===== src/rtl/tx_pad_gate.sv =====
module tx_pad_gate #(
  parameter int LEN_W     = 14,
  parameter int CNT_W     = 32,
  parameter int MIN_FRAME = 64
) (
  input  logic             clk,
  input  logic             rst_n,
  input  logic             cfg_tx_en,
  input  logic             cfg_pad_en,
  input  logic             cfg_fcs_en,
  input  logic [LEN_W-1:0] cfg_max_len,
  input  logic             s_valid,
  output logic             s_ready,
  input  logic [7:0]       s_data,
  input  logic             s_last,
  output logic             m_valid,
  input  logic             m_ready,
  output logic [7:0]       m_data,
  output logic             m_last,
  output logic             m_err,
  output logic [CNT_W-1:0] frame_cnt,
  output logic [CNT_W-1:0] byte_cnt,
  output logic             evt_done,
  output logic             evt_sat
);
  localparam int FCS_N = 4;
  localparam logic [LEN_W-1:0] TGT_FCS = LEN_W'(MIN_FRAME - FCS_N);
  localparam logic [LEN_W-1:0] TGT_RAW = LEN_W'(MIN_FRAME);
  localparam logic [CNT_W-1:0] CMAX    = '1;

  typedef enum logic [2:0] {IDLE, DATA, PAD, FCS, DRAIN} st_t;

  function automatic logic [31:0] crc_step(input logic [31:0] c, input logic [7:0] d);
    logic [31:0] r;
    r = c ^ {24'd0, d};
    for (int i = 0; i < 8; i++) r = r[0] ? ((r >> 1) ^ 32'hEDB88320) : (r >> 1);
    return r;
  endfunction

  st_t              st;
  logic [LEN_W-1:0] pos, max_q;
  logic [31:0]      crc;
  logic [1:0]       fidx;
  logic             pad_q, fcs_q, trunc_q;
  logic             busy;

  wire idle  = (st == IDLE);
  wire pad_e = idle ? cfg_pad_en  : pad_q;
  wire fcs_e = idle ? cfg_fcs_en  : fcs_q;
  wire [LEN_W-1:0] max_e = idle ? cfg_max_len : max_q;
  wire [LEN_W-1:0] ldata = fcs_e ? max_e - LEN_W'(FCS_N) : max_e;
  wire [LEN_W-1:0] tgt   = fcs_e ? TGT_FCS : TGT_RAW;
  wire [LEN_W-1:0] pos_n = pos + 1'b1;
  wire in_data  = (idle && cfg_tx_en) || (st == DATA);
  wire at_lim   = pos_n >= ldata;
  wire cut      = at_lim && !s_last;
  wire eod      = s_last || at_lim;
  wire need_pad = pad_e && s_last && (pos_n < tgt);
  wire [31:0] fcs_word = ~crc;
  wire [31:0] crc_upd  = crc_step(idle ? 32'hFFFFFFFF : crc, m_data);
  wire s_fire = s_valid && s_ready;
  wire m_fire = m_valid && m_ready;

  assign busy = !idle;

  always_comb begin
    s_ready = 1'b0; m_valid = 1'b0; m_data = 8'd0; m_last = 1'b0; m_err = 1'b0;
    case (st)
      IDLE, DATA: begin
        m_valid = s_valid && in_data;
        s_ready = m_ready && in_data;
        m_data  = s_data;
        m_last  = eod && !need_pad && !fcs_e;
        m_err   = cut && !fcs_e;
      end
      PAD: begin
        m_valid = 1'b1;
        m_last  = (pos_n == tgt) && !fcs_q;
      end
      FCS: begin
        m_valid = 1'b1;
        m_data  = fcs_word[fidx*8 +: 8];
        m_last  = (fidx == 2'd3);
        m_err   = trunc_q && m_last;
      end
      DRAIN: s_ready = 1'b1;
      default: ;
    endcase
  end

  always_ff @(posedge clk or negedge rst_n) begin
    if (!rst_n) begin
      st <= IDLE; pos <= '0; crc <= '1; fidx <= '0;
      pad_q <= 1'b0; fcs_q <= 1'b0; trunc_q <= 1'b0; max_q <= '0;
    end else begin
      case (st)
        IDLE, DATA: if (s_fire) begin
          if (idle) begin pad_q <= cfg_pad_en; fcs_q <= cfg_fcs_en; max_q <= cfg_max_len; end
          crc <= crc_upd; pos <= pos_n; trunc_q <= cut;
          if (!eod)          st <= DATA;
          else if (need_pad) st <= PAD;
          else begin
            pos <= '0;
            st  <= cut ? DRAIN : (fcs_e ? FCS : IDLE);
          end
        end
        PAD: if (m_fire) begin
          crc <= crc_upd; pos <= pos_n;
          if (pos_n == tgt) begin pos <= '0; st <= fcs_q ? FCS : IDLE; end
        end
        FCS: if (m_fire) begin
          fidx <= fidx + 1'b1;
          if (fidx == 2'd3) st <= IDLE;
        end
        DRAIN: if (s_valid && s_last) st <= fcs_q ? FCS : IDLE;
        default: st <= IDLE;
      endcase
    end
  end

  wire inc_b = m_fire && cfg_tx_en && (byte_cnt != CMAX);
  wire inc_f = m_fire && m_last && cfg_tx_en && (frame_cnt != CMAX);

  always_ff @(posedge clk or negedge rst_n) begin
    if (!rst_n) begin
      frame_cnt <= '0; byte_cnt <= '0; evt_done <= 1'b0; evt_sat <= 1'b0;
    end else begin
      if (inc_b) byte_cnt  <= byte_cnt + 1'b1;
      if (inc_f) frame_cnt <= frame_cnt + 1'b1;
      evt_done <= m_fire && m_last && !m_err;
      evt_sat  <= (inc_b && byte_cnt == CMAX - 1'b1) || (inc_f && frame_cnt == CMAX - 1'b1);
    end
  end
endmodule


===== config.mk =====
export PLATFORM = sky130hd
export DESIGN_NAME = tx_pad_gate
export DESIGN_NICKNAME = d
export VERILOG_FILES = /design/src/rtl/tx_pad_gate.sv
export SDC_FILE = /design/constraint.sdc
export NUM_CORES = 1
export LEC_CHECK = 0
export CAP_MARGIN = 10
export CORE_ASPECT_RATIO = 0.7
export CORE_MARGIN = 2
export CORE_UTILIZATION = 51
export CTS_CLUSTER_SIZE = 24
export DETAILED_ROUTE_END_ITERATION = 10
export PLACE_DENSITY = 0.77
export SYNTH_ARGS = -nofsm -noshare
export SYNTH_HDL_FRONTEND = slang
export SYNTH_SLANG_ARGS = --single-unit

===== constraint.sdc =====
create_clock -name clk -period 3.9 [get_ports clk]
set_input_delay 0.39 -clock clk [delete_from_list [all_inputs] [get_ports clk]]
set_output_delay 0.39 -clock clk [all_outputs]
set_load 0.01 [all_outputs]

=== Word level (Yosys, flattened, before mapping) ===
Index checks and enable logic that the tools add are counted.

* Register bits: 134
* Input bits: 30
* Output and inout port bits: 78

* Bitwise logic cells: 10
* Mux-type cells: 40
* Reductions and logical operators: 38
* Shifts and indexed selects: 1
* Add/subtract/negate cells: 5
* Magnitude comparators: 2
* Equality and inequality tests: 16

{| class="wikitable"
|+ Operator list
! cell !! number
|-
| $mux W32 || 11
|-
| $not A13 Y14 || 8
|-
| $mux W14 || 7
|-
| $add A32 B1 Y32 const B || 2
|-
| $eq A32 B32 Y1 const B || 2
|-
| $ne A32 B32 Y1 const B || 2
|-
| $pmux W32 S2 || 1
|-
| $not A32 Y32 || 1
|-
| $shiftx A32 B6 Y8 || 1
|-
| $xor A32 B8 Y32 || 1
|-
| $pmux W14 S2 || 1
|-
| $mux W3 || 9
|-
| $logic_and A1 B1 Y1 || 22
|-
| $pmux W8 S2 || 1
|-
| $add A14 B1 Y14 const B || 1
|-
| $eq A14 B7 Y1 || 1
|-
| $ge A14 B14 Y1 || 1
|-
| $lt A14 B7 Y1 || 1
|-
| $sub A14 B3 Y14 const B || 1
|-
| $ne A2 B2 Y1 const B || 6
|-
| $pmux W3 S4 || 1
|-
| $mux W7 || 1
|-
| $eq A3 B2 Y1 const B || 2
|-
| $pmux W1 S2 || 3
|-
| other kinds (15) || 25
|}

=== Depth between registers and ports, before layout ===
Gate-level depths: netlist of the first run.

* Depth in word-level cells: 22
* Gate-level depth with buffers: 20

=== Least setup slack after synthesis of the first run ===
No wires, ideal clock.

* Kind: flip-flop to flip-flop
* Start point: register st[0]
* End point: register frame_cnt[1]
* Cell stages (with the launch flop): 20
* Library setup time: 0.079 ns
* Data arrival time: 4.108 ns
* Path buffers: 1
* Slack: -0.288 ns
* Path through: dfrtp_1 -> nor3_4 -> buf_4 -> mux2i_1 -> ha_1 -> nand3_1 -> or3_1 -> nand3_1 -> o21ai_0 -> ha_1 -> nand2_1 -> o21ai_0 -> nand3_1 -> o211ai_1 -> a211oi_1 -> nor2_1 -> a221oi_4 -> inv_2 -> nand3_1 -> mux2i_1

* Longest elaborated chain between the ends: 12
* Elaborated cells on any way between the ends: 32

{| class="wikitable"
|+ RTL lines
! what !! RTL line !! source
|-
| start: declaration || 40 || <nowiki>st_t st;</nowiki>
|-
| start signal: assignment || 104 || <nowiki>st <= cut ? DRAIN : (fcs_e ? FCS : IDLE);</nowiki>
|-
| start signal: assignment || 115 || <nowiki>DRAIN: if (s_valid && s_last) st <= fcs_q ? FCS : IDLE;</nowiki>
|-
| $logic_not A3 Y1 || 47, 68 ||
|-
| $mux W14 or $mux W1 (tied branches) || n/a ||
|-
| $sub A14 B3 Y14 or $mux W7 (tied branches) || 51, 52 ||
|-
| $mux W14 or $lt A14 B7 Y1 (tied branches) || 51, 58 ||
|-
| $ge A14 B14 Y1 or $logic_and A1 B1 Y1 (tied branches) || 55, 58 ||
|-
| $logic_or A1 B1 Y1 or $logic_not A1 Y1 (tied branches) || 57, 73 ||
|-
| $logic_and A1 B1 Y1 (2 in a row) || 73 || <nowiki>m_last = eod && !need_pad && !fcs_e;</nowiki>
|-
| $pmux W1 S3 (*) || 68 || <nowiki>case (st)</nowiki>
|-
| named net m_last || 19 || <nowiki>output logic m_last,</nowiki>
|-
| $logic_and A1 B1 Y1 (*) (3 in a row) || 122 || <nowiki>wire inc_f = m_fire && m_last && cfg_tx_en && (frame_cnt != CMAX);</nowiki>
|-
| end signal: assignment || 129 || <nowiki>if (inc_f) frame_cnt <= frame_cnt + 1'b1;</nowiki>
|-
| end: declaration || 21 || <nowiki>output logic [CNT_W-1:0] frame_cnt,</nowiki>
|}

Mark *: on every way through the listed nets, which the timed path passes. The rest lies on a longest branch.
A chain may end at the register's enable or synchronous reset.

=== Worst setup path after layout of the first run ===
* Start point: register st[1]
* End point: output m_last

* Longest elaborated chain between the ends: 9
* Elaborated cells on any way between the ends: 23

{| class="wikitable"
|+ RTL lines
! what !! RTL line
|-
| $logic_not A3 Y1 || 47, 68
|-
| $mux W14 or $mux W1 (tied branches) || n/a
|-
| $sub A14 B3 Y14 or $mux W7 (tied branches) || 51, 52
|-
| $mux W14 or $lt A14 B7 Y1 (tied branches) || 51, 58
|-
| $ge A14 B14 Y1 or $logic_and A1 B1 Y1 (tied branches) || 55, 58
|-
| $logic_or A1 B1 Y1 or $logic_not A1 Y1 (tied branches) || 57, 73
|-
| $logic_and A1 B1 Y1 (2 in a row) || 73
|-
| $pmux W1 S3 (*) || 68
|-
| end: declaration || 19
|}

Every way passes the cells marked *; elsewhere a longest branch is shown, timed or not.

==> results of run 1 <==
[sequential cells by signal (all words and copies together) (netlist names), 2 cells and up]
| name | count |
|---|---|
| byte_cnt | 32 |
| st | 3 |
| pos | 14 |
| crc | 32 |
| fidx | 2 |
| max_q | 14 |
| frame_cnt | 32 |
[where the power goes]
group          switching (mW)  total [mW]  internal [mW]  leakage, nW
clock                   0.664        1.51          0.845        0.273
sequential              0.345        2.21           1.87         1.69
combinational            3.65        7.01           3.36         2.76
total                    4.66        10.7           6.07         4.72
[layout make-up]
cell class,instances,area [um2],area share
Multi-Input combinational cell,673,5150,0.463
Sequential cell,134,3390,0.305
Timing Repair Buffer,176,1650,0.148
Clock buffer,18,439,0.0395
Tap cell,225,282,0.0253
Clock inverter,14,114,0.0102
Inverter,25,95.1,0.00854
[critical path, cell delays in order, from the launching register on]
cell and delay [ps]:
sky130_fd_sc_hd__dfrtp_1 400, sky130_fd_sc_hd__nor3_4 230, sky130_fd_sc_hd__buf_12 170, sky130_fd_sc_hd__mux2i_4 280
sky130_fd_sc_hd__nand4_1 230, sky130_fd_sc_hd__buf_4 220, sky130_fd_sc_hd__buf_6 110, sky130_fd_sc_hd__xnor2_2 110
sky130_fd_sc_hd__ha_1 330, sky130_fd_sc_hd__a21oi_2 140, sky130_fd_sc_hd__o21ai_1 80, sky130_fd_sc_hd__nand3_1 70
sky130_fd_sc_hd__o211ai_1 140, sky130_fd_sc_hd__a211oi_2 300, sky130_fd_sc_hd__nor2_2 80, sky130_fd_sc_hd__a221oi_4 300
sky130_fd_sc_hd__inv_2 80, sky130_fd_sc_hd__buf_6 130
[routing by layer]
layer  global-route usage  up-vias  wire (um)
met5                    0        -          0
met4               0.0763        0        313
met3               0.0498       26       1180
met2                0.373      187       9670
met1                0.370     3422      10100
li1                     -     3359          -
[what timing repair did]
item | 4_1_cts | 5_1_grt
setup buffers | 15 | 5
gates resized for setup | 38 | 35
pin swaps | 13 | 29
hold endpoints to repair | 0 | 0
cloned | 1 | 0
endpoints found under the setup margin | 36 | 49
[cells by family after synthesis]
| family | after synthesis | synth area share |
|---|---|---|
| AOI/OAI and AO/OA | 122 | 0.0872 |
| xor gates and xnor gates | 157 | 0.183 |
| adders and majority gates | 26 | 0.0383 |
| buffers and inverters | 65 | 0.0358 |
| DFF | 134 | 0.399 |
| muxes | 39 | 0.0629 |
| and+or+nand+nor | 329 | 0.193 |
[stage by stage]
step / total power [mW] / hold WS (ps)
2_1_floorplan: 7.26 / 94.4
3_3_place_gp: 8.61 / 459
3_5_place_dp: 8.77 / 465
4_1_cts: 10.6 / 50.9
5_1_grt: 11.5 / 81.3
6_report: 10.7 / 21.1
[worst min-delay path by stage]
stage | from | to | slack, ps | depth (start not counted)
finish | rst_n | byte_cnt[27] | 20 | 1
global route | rst_n | byte_cnt[26] | 80 | 1
CTS | rst_n | byte_cnt[27] | 50 | 1
detailed placement | crc[25] | crc[25] | 460 | 2
global placement | crc[21] | crc[21] | 460 | 2
floorplan | rst_n | byte_cnt[0] | 90 | 0
[cell usage in the layout (no fill, tap or decap), types with 17 or more instances in the layout]
| cell | netlist | final |
|---|---|---|
| sky130_fd_sc_hd__ha_1 | 26 | 25 |
| sky130_fd_sc_hd__dfrtp_1 | 102 | 102 |
| sky130_fd_sc_hd__o21ai_0 | 54 | 49 |
| sky130_fd_sc_hd__clkdlybuf4s50_1 | 0 | 104 |
| sky130_fd_sc_hd__buf_4 | 3 | 62 |
| sky130_fd_sc_hd__nand3_1 | 35 | 33 |
| sky130_fd_sc_hd__xnor2_1 | 83 | 81 |
| sky130_fd_sc_hd__xor2_1 | 60 | 60 |
| sky130_fd_sc_hd__nor3_1 | 27 | 18 |
| sky130_fd_sc_hd__inv_1 | 23 | 23 |
| sky130_fd_sc_hd__a21oi_1 | 23 | 21 |
| sky130_fd_sc_hd__dfstp_2 | 32 | 32 |
| sky130_fd_sc_hd__clkbuf_16 | 0 | 17 |
| sky130_fd_sc_hd__nand4_1 | 26 | 26 |
| sky130_fd_sc_hd__nand2_1 | 100 | 98 |
| sky130_fd_sc_hd__nor2_1 | 72 | 69 |
==> run summary, run 1 <==
Summing all non-filler instances in the final layout gives an area of 0.0111 mm2. Number of placed instances, taps included: 1218. Final hold violation count: 0. The synthesized netlist occupies a cell area of 0.00850 mm2. Data arrives at the worst endpoint at 3840 ps.

On the final layout, the worst clock skew is 12.6 ps. From left edge to right edge, the die measures 158 um. Fraction of post-synthesis cell area in the top cell type by area: 0.300. Setup repair after global routing could not meet its margin everywhere. Category of the most critical setup path: flip-flop to primary output.

The run gives 6893 as the via count of the first global-routing pass. The share of the cycle needed by the critical path after routing works out to 1.08. Buffers placed on the I/O ports in this run total 107.

The most frequent cell after synthesis was sky130_fd_sc_hd__dfrtp_1. For the placeable core area, the log shows 0.0163 mm2. sky130_fd_sc_hd__dfrtp_1 takes more of the synthesized area than any other cell. The netlist uses 69 different library cells. The async set-or-reset flop fraction in the synthesized netlist is 1.00, and the ratio of cells with drive above 1 in the final layout is 0.227. Deepest level of the CTS H-tree: 4.

Summed over all failing endpoints, the final setup total negative slack is -3420 ps. The average size of a mapped cell is 9.74 um2. After the flow finishes, the layout carries non-filler instances totaling 1265. Compared with the post-synthesis result, the final layout area differs by 31.0%.

Clock-pin slew was measured on the worst setup and hold paths at 60 ps. The net count of the finished layout is 1083. The post-route worst setup slack is -327 ps, and the height of the chip is 112 um. The run gives 0 as the warning count from the yosys run. Clock root buffer master: sky130_fd_sc_hd__clkbuf_16. The final count of pins violating max slew was 0; the worst vdd rail ir drop was 0.816 mV. The maximum buffer depth of the clock tree is 2, and the sum of net half-perimeters after detailed placement is 15.1 mm. The number of CTS-inserted buffers was 17; the total power density per cell area was 964 mW/mm2.

Counting instances in the post-synthesis netlist gives the leading cell types as 102 x sky130_fd_sc_hd__dfrtp_1, 100 x sky130_fd_sc_hd__nand2_1, 83 x sky130_fd_sc_hd__xnor2_1, 72 x sky130_fd_sc_hd__nor2_1, 60 x sky130_fd_sc_hd__xor2_1. The effective utilization at floorplan was 0.521. The first detailed-routing pass took 5 iterations.

The first global-routing pass estimated 35.0 mm of wire. At the end of routability-driven placement, the weighted congestion stood at 0.829. The number of synthesized flops with an enable pin is 0. The endpoint identified for the worst register-to-register timing path is frame_cnt[8]. The capturing element of the worst setup path was m_last. Largest fanout on the critical path: 8. The maximum number of pins on one net before global-route repair was 87.

The tools report the nature of the critical path startpoint as a flip-flop. For the number of clock sinks seen by CTS, the log shows 134. In this run the critical register-to-register path is launched from st[1]. The logs give 0 for the DRC violations left and 0 for the number of max-capacitance violations reported. The relative max-transition margin is 0.151, and the placed instance area is 0.0101 mm2. TritonCTS built the clock tree. After detailed routing, the total wire length is 21.3 mm. OpenSTA, run right after detailed placement, puts the worst setup slack at -349 ps. For the number of top-level design ports, the log shows 108. The run gives 0.683 as the post-route core utilization. The class of the tightest hold or removal check is input port to asynchronous set/reset pin. After synthesis, the cell types taking the most area are sky130_fd_sc_hd__dfrtp_1 30%, sky130_fd_sc_hd__dfstp_2 9.9%, sky130_fd_sc_hd__xnor2_1 8.6%. The worst setup path is captured at a primary output. The flip-flop and latch count after synthesis was 134; the detailed-route wire length per cell was 16.8 um. The total leakage power is 4.72 nW, and the length in cells of the worst reg-to-reg path is 20. The floorplan has 39 rows. The run finished, with violations left. After clock tree synthesis, the flow added hold-fix buffers numbering 0. At the worst endpoint, the required time is 3510 ps. The checks that failed: negative setup slack. The violation count after the first detailed-route iteration is 491, and the die footprint is 0.0177 mm2. Using the TritonRoute via totals, the vias-per-cell ratio works out to 5.53. The run gives 25 as the number of endpoints failing setup at the final stage. The most used flip-flop cell after synthesis is sky130_fd_sc_hd__dfrtp_1. For the overall routing resource usage, the log shows 0.251. In this run the worst setup path begins at st[1].

The repair_antennas step left the layout with diodes totalling 0. The top achievable clock speed is 237 MHz, and the post-synthesis instance total is 872. The minimum setup slack among reg-to-reg paths is -270 ps. The sequential share of the synthesized area is 0.399. The number of antenna violations at the first check in global routing was 0; the clock latency on the worst-skew pair was 430 ps.

The worst path in the final design needs a cycle of 4230 ps, including I/O delays and setup. Counting the fill cells in the layout gives 1297. Global routing finished with a remaining overflow of 0. For the pin with the worst max-slew slack, the measured transition is 1240 ps.

Counting every net in the synthesized netlist gives 928. Detailed routing inserted a total of 6994 vias. For the number of nets with antenna violations after routing, the log shows 0.
No activity file was read; power rests on OpenSTA's default activity.
==> run 2, diff against run 1 <==
Settings changed: CORE_MARGIN 2 to default, CORE_UTILIZATION 51 to 57, PLACE_DENSITY 0.77 to 0.82, SLEW_MARGIN from default to 20.
Clock period 3.9 ns to 4.45 ns, I/O delays scaled along.
==> run 2 against run 1 <==
The run now ends clean. Combinational power fell by 17%. Clock power shrank 15%. Routed wire length is 5.6% lower. Final area decreased by 5.3%. Sequential power down 12%. Clock-buffer cell count increased by 1. Power fell by 15%. Via count is 4.3% lower. Die area decreased by 13%. Critical endpoint unchanged. Largest cell class unchanged.
==> run summary, run 2 (synthesis gave the netlist of run 1 again) <==
The run gives 0.0154 mm2 as the die footprint. The run gives 0.142 as the clock share of power. The deepest level of the CTS H-tree is 4.

The largest registers in the layout are byte_cnt: 32 flops, crc: 32 flops, frame_cnt: 32 flops. The run gives 3.94 mW as the net switching power. Before antenna repair, the detailed router went through 5 iterations. The placeable core area is 0.0142 mm2, and the number of max-capacitance violations reported is 0. The finished cells cover 0.0105 mm2. Setup violations remaining at the end of the flow were counted as 0. Measured in cells, the most critical reg-to-reg path has a length of 21.

Cell with the biggest individual delay on the critical path: sky130_fd_sc_hd__dfrtp_1. Entering global routing, the biggest net connects 70 pins. The internal portion of the total power is 5.13 mW. The ratio of cells with drive above 1 in the final layout works out to 0.173.

The floorplan step set the die height to 104 um. Row generation in the floorplan step produced 36 rows. Clock-pin slew was measured on the worst setup and hold paths at 60 ps. The area added between synthesis and finish works out to 24.1%. For the pin with the worst max-slew slack, the measured transition is 1060 ps. From left edge to right edge, the die measures 148 um. Number of CTS-inserted buffers: 17. The aggregate global routing overflow is 0, and the total inserted antenna cells is 0. After detailed placement, the total cell area comes to 0.00983 mm2. Detailed placement finished with a half-perimeter wire length of 14.4 mm.

Number of top-level design ports: 108. For the relative max-transition margin, the log shows 0.276. For the via count of the first global-routing pass, the log shows 6567. Setup repair after global routing could not meet its margin everywhere. Category of the most critical setup path: flip-flop to primary output. The class of the tightest hold or removal check is input port to asynchronous set/reset pin. The minimum hold slack was 16.0 ps. The worst register-to-register path ends at pos[0]. The tools report the number of filler cells placed in the layout as 1054. The origin of the critical flop-to-flop path is st[0]. Summing over every cut layer, the via total after detailed routing is 6695. The final hold violation count is 0, and the routability congestion estimate is 0.859. Traced cell by cell, the critical path runs through nor3_4, buf_12, mux2i_4, buf_6, nand4_1, nand2b_1, nor2_1, xor2_1, ha_1, nand2_1, nor2_1, a211o_1, a211oi_2, nor2_2, a221oi_4, inv_2, buf_6.

In this run the clock root is driven by a sky130_fd_sc_hd__clkbuf_16. The share of the cycle needed by the critical path after routing is 0.980. Nature of the critical path startpoint: a flip-flop. Buffers placed on the I/O ports in this run total 107. For flop-to-flop paths, the worst setup slack is 250 ps. The critical path required time came out at 4010 ps.

In the layout the commonest cells are 104 x sky130_fd_sc_hd__clkdlybuf4s50_1, 102 x sky130_fd_sc_hd__dfrtp_1, 98 x sky130_fd_sc_hd__nand2_1. The share of power burned in combinational logic was 0.642. In the final design database the tool counted 1049 nets. For this design, the sink count on the clock tree is 134. For the worst setup path, the data arrival time is 3920 ps. Summed over all layers, the routed wires come to 20.1 mm. The count of nets left with antenna violations once routing finished came out at 0. TritonCTS built the clock tree.

For this block, the initial DRC count from the detailed router was 508. The detailed-route wire length per cell works out to 16.8 um. For the maximum buffer depth of the clock tree, the log shows 2.

Final count of pins violating max slew: 0. Counting I/O delays and the setup requirement, the final critical path takes 4360 ps. Of all nets on the critical path, the largest fanout is 8. Worst setup path startpoint: st[0].

The DRC violations left is 0, and the final clock skew is 13.6 ps. For the worst vdd rail ir drop, the log shows 0.654 mV. The first global-routing pass estimated 33.4 mm of wire. The leading cell type in the layout, fill and taps excluded is sky130_fd_sc_hd__clkdlybuf4s50_1. In this run the static leakage power is 4.47 nW. The number of vias per cell is 5.60. The top achievable clock speed is 229 MHz, and the total power density per cell area is 861 mW/mm2.

The effective utilization at floorplan is 0.597. The switching share of power is 0.434, and the overall routing resource usage is 0.274. The clock latency on the worst-skew pair is 420 ps. The run gives 0.215 as the sequential share of power. The delay of the slowest cell on the worst path is 400 ps.

The logs give 0 for the count of hold buffers inserted by post-cts repair and 0 for the number of antenna violations at the first check in global routing. STA classifies the critical path endpoint as a primary output. The flow ran to the end, and the final reports show no timing, DRC or antenna violations.
==> run 2: cell count changes in the layout (fill, tap and decap cells not counted), moves of 3 or more <==
| cell | previous run | this run |
|---|---|---|
| sky130_fd_sc_hd__clkinv_4 | 3 | 6 |
| sky130_fd_sc_hd__nor4_4 | 7 | 0 |
| sky130_fd_sc_hd__nor4_1 | 4 | 11 |
| sky130_fd_sc_hd__nor3_2 | 8 | 1 |
| sky130_fd_sc_hd__nor3_1 | 18 | 27 |
| sky130_fd_sc_hd__o21ai_0 | 49 | 53 |
| sky130_fd_sc_hd__buf_4 | 62 | 30 |
| sky130_fd_sc_hd__inv_6 | 8 | 2 |
| sky130_fd_sc_hd__o21ai_1 | 13 | 9 |
==> run 2: area by class of cell <==
cell class                 count  area, um2  share of cell area
multi-input combinational    673       4900               0.465
tap                          190        238              0.0226
timing repair buffer         142       1370               0.130
clock buffer                  19        443              0.0420
sequential                   134       3390               0.322
inverter                      25       97.6             0.00926
clock inverter                13        100             0.00950
==> run 2: power by group through the flow <==
| stage | clock network (mW) | logic, mW | registers (mW) |
|---|---|---|---|
| floorplan | 0 | 4.46 | 1.86 |
| global placement | 0 | 5.42 | 1.94 |
| detailed placement | 0 | 5.57 | 1.96 |
| CTS | 1.31 | 5.66 | 1.94 |
| global route | 1.37 | 6.33 | 2.00 |
| finish | 1.29 | 5.83 | 1.95 |
==> run 2: worst max-delay path by stage <==
stage	to	slack, ps	depth (start not counted)
global route	m_last	-130	18
CTS	m_last	-30	17
global placement	m_last	100	17
detailed placement	m_last	30	18
floorplan	m_last	230	17
finish	m_last	90	17
==> run 2: what timing repair did <==
action                     in CTS  in global routing
gates resized for setup         9                 25
buffers inserted                2                  6
gates cloned                    0                  0
pin swaps                       3                 12
setup endpoints to repair       2                  8
==> run 2: routing by layer <==
layer | track usage | up-vias | wire length, um
met5 | 0 | - | 0
met4 | 0.0729 | 0 | 233
met3 | 0.0618 | 20 | 1090
met2 | 0.402 | 202 | 8990
met1 | 0.405 | 3189 | 9790
li1 | - | 3284 | -
==> run 2: stage by stage <==
stage / total power [mW] / TNS, ps / utilization / cells / setup WS [ps]
after global placement: 7.36 / 0 / 0.690 / 1156 / 95.5
after floorplan: 6.32 / 0 / - / 872 / 230
final: 9.07 / 0 / 0.741 / 1196 / 88.4
after global routing: 9.70 / -150 / 0.741 / 1196 / -126
after detailed placement: 7.53 / 0 / 0.690 / 1156 / 30.2
after CTS: 8.91 / -31.8 / 0.731 / 1190 / -31.8
==> run 2: critical path: cells and delay by family (launching register included) <==
family | cells | cell delay (ps)
compound gates | 3 | 900
xor+xnor | 1 | 150
fa+ha+maj | 1 | 260
buf+inv | 4 | 510
flops | 1 | 400
mux | 1 | 300
simple gates | 7 | 940
